## src/rtl/cmdrsp_pkg.sv

```systemverilog
package cmdrsp_pkg;

   localparam int REG_W  = 16;
   localparam int ADDR_W = 4;

   // register word addresses
   localparam logic [ADDR_W-1:0] A_CMD    = 4'd0;
   localparam logic [ADDR_W-1:0] A_ARG_LO = 4'd1;
   localparam logic [ADDR_W-1:0] A_ARG_HI = 4'd2;
   localparam logic [ADDR_W-1:0] A_CTRL   = 4'd3;
   localparam logic [ADDR_W-1:0] A_STAT   = 4'd4;
   localparam logic [ADDR_W-1:0] A_MASK   = 4'd5;

   // control and status bit positions
   localparam int EN_BIT      = 11;
   localparam int ST_DONE     = 0;
   localparam int ST_STOP     = 2;
   localparam int ST_TIMEOUT  = 7;
   localparam int ST_OCRBUSY  = 12;
   localparam int ST_CARDERR  = 14;

   // response type codes
   localparam logic [2:0] RT_NONE = 3'd0;
   localparam logic [2:0] RT_R1   = 3'd1;
   localparam logic [2:0] RT_R2   = 3'd2;
   localparam logic [2:0] RT_R3   = 3'd3;
   localparam logic [2:0] RT_R6   = 3'd6;

   typedef struct packed {
      logic       dir;
      logic [1:0] ctype;
      logic       busy;
      logic [2:0] rtype;
      logic       init;
      logic [5:0] idx;
   } cmd_fields_t;

endpackage

```

## src/rtl/cmdrsp_decode.sv

```systemverilog
module cmdrsp_decode
   import cmdrsp_pkg::*;
(
   input  logic [REG_W-1:0] word,
   output cmd_fields_t      fields,
   output logic             busy_wait
);

   logic unused_rsvd;

   assign fields.idx   = word[5:0];
   assign fields.init  = word[7];
   assign fields.rtype = word[10:8];
   assign fields.busy  = word[11];
   assign fields.ctype = word[13:12];
   assign fields.dir   = word[15];

   // only a type-1 response has a busy-signalling variant
   assign busy_wait   = word[11] && (word[10:8] == RT_R1);
   assign unused_rsvd = word[14] ^ word[6];

endmodule

```

## src/rtl/cmdrsp_resp_eval.sv

```systemverilog
module cmdrsp_resp_eval
   import cmdrsp_pkg::*;
#(
   parameter int          NUM_RSP_REGS = 8,
   parameter int          SHORT_BYTES  = 4,
   parameter logic [5:0]  STOP_IDX     = 6'd12,
   parameter logic [31:0] R1_ERR_MASK  = 32'hFDF9_0000,
   parameter logic [15:0] R6_ERR_MASK  = 16'hE008,
   localparam int RSP_BYTES = 2 * NUM_RSP_REGS,
   localparam int LEN_W     = $clog2(RSP_BYTES + 1)
)(
   input  cmd_fields_t                      fields,
   input  logic [LEN_W-1:0]                 len,
   input  logic [8*RSP_BYTES-1:0]           data,
   output logic [REG_W-1:0]                 set_bits,
   output logic [NUM_RSP_REGS-1:0]          cap_en,
   output logic [NUM_RSP_REGS*REG_W-1:0]    cap_val
);

   localparam logic [LEN_W-1:0] SHORT_LEN = LEN_W'(SHORT_BYTES);
   localparam logic [LEN_W-1:0] LONG_LEN  = LEN_W'(RSP_BYTES);
   localparam int               SHORT_PAIRS = SHORT_BYTES / 2;

   logic        is_short, is_long, timeout, card_err, ocr_wait;
   logic [31:0] card_word;

   always_comb begin
      is_short  = (fields.rtype == RT_R1) || (fields.rtype == RT_R3) ||
                  (fields.rtype == RT_R6);
      is_long   = (fields.rtype == RT_R2);
      timeout   = (is_short && (len < SHORT_LEN)) || (is_long && (len < LONG_LEN));
      card_word = {data[7:0], data[15:8], data[23:16], data[31:24]};
      card_err  = !timeout &&
                  (((fields.rtype == RT_R1) && |(card_word & R1_ERR_MASK)) ||
                   ((fields.rtype == RT_R6) && |(card_word[15:0] & R6_ERR_MASK)));
      ocr_wait  = !timeout && (fields.rtype == RT_R3) && !card_word[31];

      set_bits = '0;
      if (timeout) begin
         set_bits[ST_TIMEOUT] = 1'b1;
      end else begin
         set_bits[ST_DONE] = 1'b1;
         if (fields.idx == STOP_IDX) set_bits[ST_STOP] = 1'b1;
      end
      if (card_err) set_bits[ST_CARDERR] = 1'b1;
      if (ocr_wait) set_bits[ST_OCRBUSY] = 1'b1;
   end

   // byte pair k lands in register NUM_RSP_REGS-1-k, even byte high
   for (genvar k = 0; k < NUM_RSP_REGS; k++) begin : g_pair
      localparam int J = NUM_RSP_REGS - 1 - k;
      assign cap_val[J*REG_W +: REG_W] = {data[16*k +: 8], data[16*k+8 +: 8]};
      if (k < SHORT_PAIRS) begin : g_short
         assign cap_en[J] = !timeout && (is_short || is_long);
      end else begin : g_long_only
         assign cap_en[J] = !timeout && is_long;
      end
   end

endmodule

```

## src/rtl/cmdrsp_status.sv

```systemverilog
module cmdrsp_status
   import cmdrsp_pkg::*;
(
   input  logic             clk,
   input  logic             rst_n,
   input  logic             set_en,
   input  logic [REG_W-1:0] set_bits,
   input  logic             clr_en,
   input  logic [REG_W-1:0] clr_bits,
   input  logic             mask_we,
   input  logic [REG_W-1:0] mask_wdata,
   output logic [REG_W-1:0] stat,
   output logic [REG_W-1:0] mask,
   output logic             irq
);

   logic [REG_W-1:0] clr_vec, set_vec;

   assign clr_vec = clr_en ? clr_bits : '0;
   assign set_vec = set_en ? set_bits : '0;

   always_ff @(posedge clk or negedge rst_n) begin
      if (!rst_n) begin
         stat <= '0;
         mask <= '0;
      end else begin
         stat <= (stat & ~clr_vec) | set_vec;
         if (mask_we) mask <= mask_wdata;
      end
   end

   assign irq = |(stat & mask);

   // bits written as one are gone a cycle later when nothing sets them
   p_w1c_r9: assert property (@(posedge clk) disable iff (!rst_n)
      (clr_en && !set_en) |=> ((stat & $past(clr_bits)) == '0));

   // a set in the same cycle as a clear survives
   p_set_wins_r9: assert property (@(posedge clk) disable iff (!rst_n)
      set_en |=> ((stat & $past(set_bits)) == $past(set_bits)));

endmodule

```

## src/rtl/cmd_resp_unit.sv

```systemverilog
module cmd_resp_unit
   import cmdrsp_pkg::*;
#(
   parameter int          NUM_RSP_REGS = 8,
   parameter int          SHORT_BYTES  = 4,
   parameter logic [5:0]  STOP_IDX     = 6'd12,
   parameter logic [31:0] R1_ERR_MASK  = 32'hFDF9_0000,
   parameter logic [15:0] R6_ERR_MASK  = 16'hE008,
   localparam int RSP_BYTES = 2 * NUM_RSP_REGS,
   localparam int LEN_W     = $clog2(RSP_BYTES + 1)
)(
   input  logic                    clk,
   input  logic                    rst_n,
   input  logic                    wr_en,
   input  logic [3:0]              addr,
   input  logic [15:0]             wdata,
   output logic [15:0]             rdata,
   output logic                    irq,
   output logic                    busy,
   output logic                    cmd_go,
   output logic [5:0]              cmd_index,
   output logic [31:0]             cmd_arg,
   output logic [2:0]              cmd_rtype,
   output logic                    cmd_busy,
   output logic [1:0]              cmd_ctype,
   output logic                    cmd_dir,
   output logic                    cmd_init,
   input  logic                    rsp_valid,
   input  logic [LEN_W-1:0]        rsp_len,
   input  logic [8*RSP_BYTES-1:0]  rsp_data
);

   localparam logic [LEN_W-1:0] LONG_LEN = LEN_W'(RSP_BYTES);
   localparam int RSP_BASE = 8;

   // elaboration-time parameter checks
   if (NUM_RSP_REGS < 2 || NUM_RSP_REGS > 8) begin : g_bad_nregs
      $error("NUM_RSP_REGS must lie in 2..8");
   end
   if (SHORT_BYTES < 4 || SHORT_BYTES > RSP_BYTES || (SHORT_BYTES % 2) != 0) begin : g_bad_short
      $error("SHORT_BYTES must be even, at least 4 and fit the register set");
   end

   logic              en_q, busy_q, go_q;
   logic [31:0]       arg_q;
   logic [REG_W-1:0]  cmd_q;
   cmd_fields_t       fields;
   logic              busy_wait;
   logic              accept, resp_fire;
   logic [REG_W-1:0]  set_bits, stat, mask;
   logic [NUM_RSP_REGS-1:0]       cap_en;
   logic [NUM_RSP_REGS*REG_W-1:0] cap_val, rsp_flat;

   assign accept    = wr_en && (addr == A_CMD) && en_q && !busy_q;
   assign resp_fire = busy_q && rsp_valid;

   always_ff @(posedge clk or negedge rst_n) begin
      if (!rst_n) begin
         en_q   <= 1'b0;
         busy_q <= 1'b0;
         go_q   <= 1'b0;
         arg_q  <= '0;
         cmd_q  <= '0;
      end else begin
         go_q <= accept;
         if (accept) begin
            cmd_q  <= wdata;
            busy_q <= 1'b1;
         end else if (resp_fire) begin
            busy_q <= 1'b0;
         end
         if (wr_en && addr == A_CTRL)   en_q          <= wdata[EN_BIT];
         if (wr_en && addr == A_ARG_LO) arg_q[15:0]   <= wdata;
         if (wr_en && addr == A_ARG_HI) arg_q[31:16]  <= wdata;
      end
   end

   cmdrsp_decode u_decode (
      .word      (cmd_q),
      .fields    (fields),
      .busy_wait (busy_wait)
   );

   cmdrsp_resp_eval #(
      .NUM_RSP_REGS (NUM_RSP_REGS),
      .SHORT_BYTES  (SHORT_BYTES),
      .STOP_IDX     (STOP_IDX),
      .R1_ERR_MASK  (R1_ERR_MASK),
      .R6_ERR_MASK  (R6_ERR_MASK)
   ) u_eval (
      .fields   (fields),
      .len      (rsp_len),
      .data     (rsp_data),
      .set_bits (set_bits),
      .cap_en   (cap_en),
      .cap_val  (cap_val)
   );

   cmdrsp_status u_status (
      .clk        (clk),
      .rst_n      (rst_n),
      .set_en     (resp_fire),
      .set_bits   (set_bits),
      .clr_en     (wr_en && (addr == A_STAT)),
      .clr_bits   (wdata),
      .mask_we    (wr_en && (addr == A_MASK)),
      .mask_wdata (wdata),
      .stat       (stat),
      .mask       (mask),
      .irq        (irq)
   );

   // response registers, one per generate slot
   for (genvar j = 0; j < NUM_RSP_REGS; j++) begin : g_rsp
      logic [REG_W-1:0] q;
      always_ff @(posedge clk or negedge rst_n) begin
         if (!rst_n)                     q <= '0;
         else if (accept)                q <= '0;
         else if (resp_fire && cap_en[j]) q <= cap_val[j*REG_W +: REG_W];
      end
      assign rsp_flat[j*REG_W +: REG_W] = q;
   end

   // register readback
   always_comb begin
      rdata = '0;
      if (addr[3]) begin
         if (int'(addr[2:0]) < NUM_RSP_REGS)
            rdata = rsp_flat[int'(addr[2:0])*REG_W +: REG_W];
      end else begin
         case (addr)
            A_CMD:    rdata = cmd_q;
            A_ARG_LO: rdata = arg_q[15:0];
            A_ARG_HI: rdata = arg_q[31:16];
            A_CTRL:   rdata = REG_W'(en_q) << EN_BIT;
            A_STAT:   rdata = stat;
            A_MASK:   rdata = mask;
            default:  rdata = '0;
         endcase
      end
   end

   assign busy      = busy_q;
   assign cmd_go    = go_q;
   assign cmd_arg   = arg_q;
   assign cmd_index = fields.idx;
   assign cmd_rtype = fields.rtype;
   assign cmd_busy  = busy_wait;
   assign cmd_ctype = fields.ctype;
   assign cmd_dir   = fields.dir;
   assign cmd_init  = fields.init;

   // a command write with the enable bit clear launches nothing
   p_cmd_ignored_r2: assert property (@(posedge clk) disable iff (!rst_n)
      (wr_en && addr == A_CMD && !en_q) |=> !cmd_go);

   // the launch strobe lasts one cycle
   p_go_single_r2: assert property (@(posedge clk) disable iff (!rst_n)
      cmd_go |=> !cmd_go);

   // accepted command empties the response registers and waits
   p_clear_on_accept_r2: assert property (@(posedge clk) disable iff (!rst_n)
      (wr_en && addr == A_CMD && en_q && !busy) |=> (busy && rsp_flat == '0));

   // the busy variant exists only for type 1
   p_busy_variant_r3: assert property (@(posedge clk) disable iff (!rst_n)
      (cmd_go && cmd_busy) |-> (cmd_rtype == RT_R1));

   // a truncated long response reports timeout
   p_long_timeout_r4: assert property (@(posedge clk) disable iff (!rst_n)
      (busy && rsp_valid && cmd_rtype == RT_R2 && rsp_len < LONG_LEN) |=> stat[ST_TIMEOUT]);

   // every response ends the wait with done or timeout recorded
   p_complete_r7: assert property (@(posedge clk) disable iff (!rst_n)
      (busy && rsp_valid) |=> (!busy && (stat[ST_DONE] || stat[ST_TIMEOUT])));

endmodule

```

## config.mk

```make
export PLATFORM = sky130hd
export DESIGN_NAME = cmd_resp_unit
export DESIGN_NICKNAME = d
export VERILOG_FILES = /design/src/rtl/cmdrsp_pkg.sv /design/src/rtl/cmdrsp_decode.sv /design/src/rtl/cmdrsp_resp_eval.sv /design/src/rtl/cmdrsp_status.sv /design/src/rtl/cmd_resp_unit.sv
export SDC_FILE = /design/constraint.sdc
export NUM_CORES = 1
export LEC_CHECK = 0
export BUFFER_PORTS_ARGS = -buffer_cell sky130_fd_sc_hd__buf_2
export CORE_UTILIZATION = 51
export DETAILED_ROUTE_END_ITERATION = 8
export HOLD_SLACK_MARGIN = 0.12
export PLACE_DENSITY = 0.77
export SETUP_SLACK_MARGIN = 0.2
export SYNTH_ARGS = -nofsm -noshare
export SYNTH_HDL_FRONTEND = slang
export SYNTH_HIERARCHICAL = 1
export SYNTH_SLANG_ARGS = --single-unit
```

## constraint.sdc

```tcl
create_clock -name clk -period 2.8 [get_ports clk]
set_clock_uncertainty 0.2 [all_clocks]
set_input_delay 0.84 -clock clk [delete_from_list [all_inputs] [get_ports clk]]
set_output_delay 0.84 -clock clk [all_outputs]
set_load 0.1 [all_outputs]
```

; ---- Word-level counts from Yosys, hierarchy flattened
; Cells that the tools add are included.
[totals]
ff_bits = 211
latchBits = 0
mem_bits_rw = 0
mem_bits_ro = 0
in_bits = 157
out_inout_bits = 65
word_cells = 97
mem_count = 0
[classes]
addsub = 0
n_mul = 0
div = 0
order_cmp = 2
n_eq_ne = 10
shift = 1
muxes = 28
bitwise = 4
reduce_logical = 36
[op_table]
columns = cell, count
row1 = $mux W16, 18
row2 = $shiftx A128 B8 Y16, 1
row3 = $pmux W16 S6, 1
row4 = $and A16 B16 Y16, 2
row5 = $logic_and A1 B1 Y1, 21
row6 = $not A16 Y16, 1
row7 = $or A16 B16 Y16, 1
row8 = $reduce_or A16 Y1, 1
row9 = $mux W15, 1
row10 = $reduce_or A13 Y1, 1
row11 = $eq A4 B2 Y1 const B, 2
row12 = $eq A4 B3 Y1 const B, 2
row13 = $mux W1, 8
row14 = $eq A3 B2 Y1 const B, 2
row15 = $eq A6 B4 Y1 const B, 1
row16 = $reduce_bool A2 Y1, 3
row17 = $logic_or A1 B1 Y1, 5
row18 = $lt A5 B3 Y1 const B, 1
row19 = $lt A5 B5 Y1 const B, 1
row20 = $eq A4 B1 Y1 const B, 1
row21 = $logic_not A4 Y1, 1
row22 = $reduce_or A4 Y1, 1
row23 = $eq A3 B1 Y1 const B, 1
row24 = $eq A3 B3 Y1 const B, 1
row25 = $logic_not A1 Y1, 3

; ---- Longest topological paths before layout
[logic_depth]
ltp_word = 11
depth_mapped = 10
ltp_nobuf = 6

; ---- Modules after synthesis
; Netlist, hierarchy kept.
[by_module_without_submodules]
columns = mod, n_inst, cells_each, area_each_um2, seq_area_each_um2
row1 = cmd_resp_unit, 1, 856, 8728.4, 4479.3
row2 = cmdrsp_status, 1, 95, 1348.8, 800.8
row3 = cmdrsp_resp_eval, 1, 175, 1295.0, 0.0
row4 = cmdrsp_decode, 1, 15, 117.6, 0.0

; ---- Worst setup path before layout
; OpenSTA, ideal clock, no wires.
[synth_path]
path_kind = input to output
startpoint = input port addr[0]
endpoint = output port rdata[11]
arrival_ps = 2629
slack_ps = -869
path_stages = 5
path_cell_list = buf_6 buf_6 mux4_2 a222oi_1 nand3_1
[synth_between]
elab_chain_len = 3
elab_cells_between_ends = 9
[synth_lines]
columns = item, line_no
row1 = start: declaration, cmd_resp_unit.sv:15  ; input logic [3:0] addr,
row2 = "parallel branches: the longest is 2 deep, another holds $shiftx A128 B8 Y16", -
row3 = $mux W16 *, cmd_resp_unit.sv:127  ; if (addr[3]) begin
row4 = end: declaration, cmd_resp_unit.sv:17  ; output logic [15:0] rdata,
; Every way passes the cells marked *.

; ---- Final worst setup path
[layout_path]
startpoint = input port addr[0]
endpoint = output port rdata[8]
; Same word-level chain as after synthesis.

==> impl_metrics.yaml <==
run_status:
  status: "finished with violations"
  violations: "design-rule violations, negative setup slack"
worst_setup_path:
  rr_startpoint: "cmd_q[10]"
  cp_slowest_cell: "mux4_2"
  cp_num_buf_inv: 5
  slowest_delay_ns: 0.55
  cp-endpoint: "rdata[8]"
  critPathCaptureType: "output pin"
  crit_chain: "buf_16, buf_8, buf_12, buf_16, mux4_2, nand3_2, nand3_4, buf_12"
  required_ns: 1.76
  reg2reg_to: "g_rsp[4].q[11]"
  timing.reg2reg.worst_path_depth: 8
  cp.arrival_ns: 2.26
  crit_type: "in -> out"
  crit_cells: 8
  worstSetupStartpointType: "input pin"
  crit_family: "buffers and inverters"
  critical_path.startpoint: "addr[0]"
  crit_fanout: 5
  reg2reg_slack_ns: 0.50
clock_tree:
  cts_made_buffers: 24
  cts.clk_slew.worst_paths_ns: 0.06
  cts_tree: "built"
  clkLatencyLatePin_ns: 0.52
  clockBufferDepth: 3
  clkSinkCount: 211
  cts_root_buf: "clkbuf_16"
  ctsHoldBuffers: 0
  htree_num_levels: 1
global_routing:
  grt_overflow: 0
  grt_max_degree: 66
  antenna_found_initial: 1
  gr-usage-all-layers_pct: 28.08
  grt_pass1_vias: 9172
  grt_pass1_wl_microns: 50210
power_and_ir_drop:
  power.density_nw_per_um2: 699.7
  ir_worst_vdd_mv: 0.4008
  leakage_uw: 0.006463
floorplanning:
  design.die.area_sq_um: 23120
  die_y_microns: 152.0
  fp-row-count: 54
  die_w_microns: 152.0
  initial_utilization_pct: 52.29
  num_io_pins: 222
  core_sq_um: 21960
synthesis:
  avgSynthCellArea_sq_um: 10.07
  yosys_warnings: 6
  syn-cell-area_sq_um: 11480
  syn_inst: 1140
sta:
  fin_hold_ws_ns: 0.1261
  slew_violations: 0
  post-route-period-util_pct: 118.0
  clock.fmax_mhz: 302.7
  worst_slew_pin_slew_ns: 0.5877
  rsz0062_at_grt: "true"
  timing.final.hold_violations: 0
  slew_headroom_pct: 60.73
  finalWorstSetupSlack_ns: -0.5031
  min_period_ns: 3.303
  finalSetupViolCount: 17
routing:
  drtPass1Iterations: 9
  vias: 8850
  via_per_inst: 5.706
  ant_nets: 0
  routed_wl_microns: 31880
  wire_per_inst_microns: 20.55
  drc: 56
  drtIter0Drc: 754
layout:
  nNetsFinal: 1411
  drive_gt1_share_pct: 39.29
  syn_to_final_growth_pct: 21.12
  seq_area_sq_um: 5280
  final.fill_count: 1709
  multi_input_area_sq_um: 4926
  final_util_pct: 63.33
place:
  finalWeightedCongestion: 0.8882
  io_buffers: 219
  hpwl_microns: 22190
min_path:
  hold_path_class: "in -> async"
run:
  maxCapViolCount: 0
how the worst min path moves through the flow:
stage | from | to | cells past startpoint
after CTS | rst_n | cmd_arg[6] | 1
after floorplan | cmd_q[6] | cmd_q[6] | 1
final | rst_n | cmd_arg[13] | 1
after global routing | rst_n | cmd_arg[13] | 1
after global placement | cmd_q[6] | cmd_q[6] | 1
after detailed placement | cmd_q[6] | cmd_q[6] | 1
area by class of cell:
class                   count  share of cell area (%)
multi-input cells         699                   35.42
well taps                 280                   2.519
clock buffers              32                   4.894
flip-flops and latches    211                   37.97
clock inverters            10                   1.242
repair buffers            315                   17.86
inverters                   3                 0.08097
diodes                      1                 0.01799
power by group:
group	switching [uW]	internal [uW]
combinational	1960	825
sequential	256	3340
clock	1270	2080
per-stage QoR:
stage	TNS (ns)	worst slack [ns]	area, sq um	instances	total power, uW
2_1_floorplan	-7.701	-0.5515	11780	1150	5746
3_3_place_gp	-8.944	-0.5914	12560	1496	6262
3_5_place_dp	-9.934	-0.6218	12560	1496	6312
4_1_cts	-7.291	-0.5308	13810	1548	9749
5_1_grt	-7.852	-0.5670	13900	1550	10020
6_report	-7.154	-0.5031	13910	1551	9730
registers in the layout (all words and copies together) (netlist names):
register	cells
busy	1
cmd_q	16
u_status/mask	16
g_rsp.q	128
en_q	1
cmd_arg	32
u_status/stat	16
cmd_go	1
routing by layer:
metal,wire length [microns],global-route usage (%),up-vias
li1,-,-,3998
met1,12780,37.32,4363
met2,15610,47.38,422
met3,2474,4.364,67
met4,1012,9.038,0
met5,0,0,-
what timing repair did:
| action | CTS | global route |
|---|---|---|
| endpoints found under the setup margin | 19 | 19 |
| setup buffers | 6 | 1 |
| endpoints found under the hold margin | 0 | 0 |
| pin swaps | 15 | 11 |
| cloned | 4 | 1 |
| gates resized for setup | 62 | 14 |
cell usage in the layout (no fill, tap or decap), drive strengths merged, types with 3 or more instances in the layout:
cell type and instances:
a21oi 128, a221oi 4, a222oi 16, a22o 20, and2 3, and3 9
buf 312, bufinv 4, clkbuf 35, clkinv 3, clkinvlp 3, conb 11
dfrtp 211, inv 3, mux2 65, mux2i 16, mux4 33, nand2 296
nand3 35, nand3b 15, nor2 4, nor2b 3, nor3 4, nor4 3
o21ai 17
(Power assumes the default switching activity.)
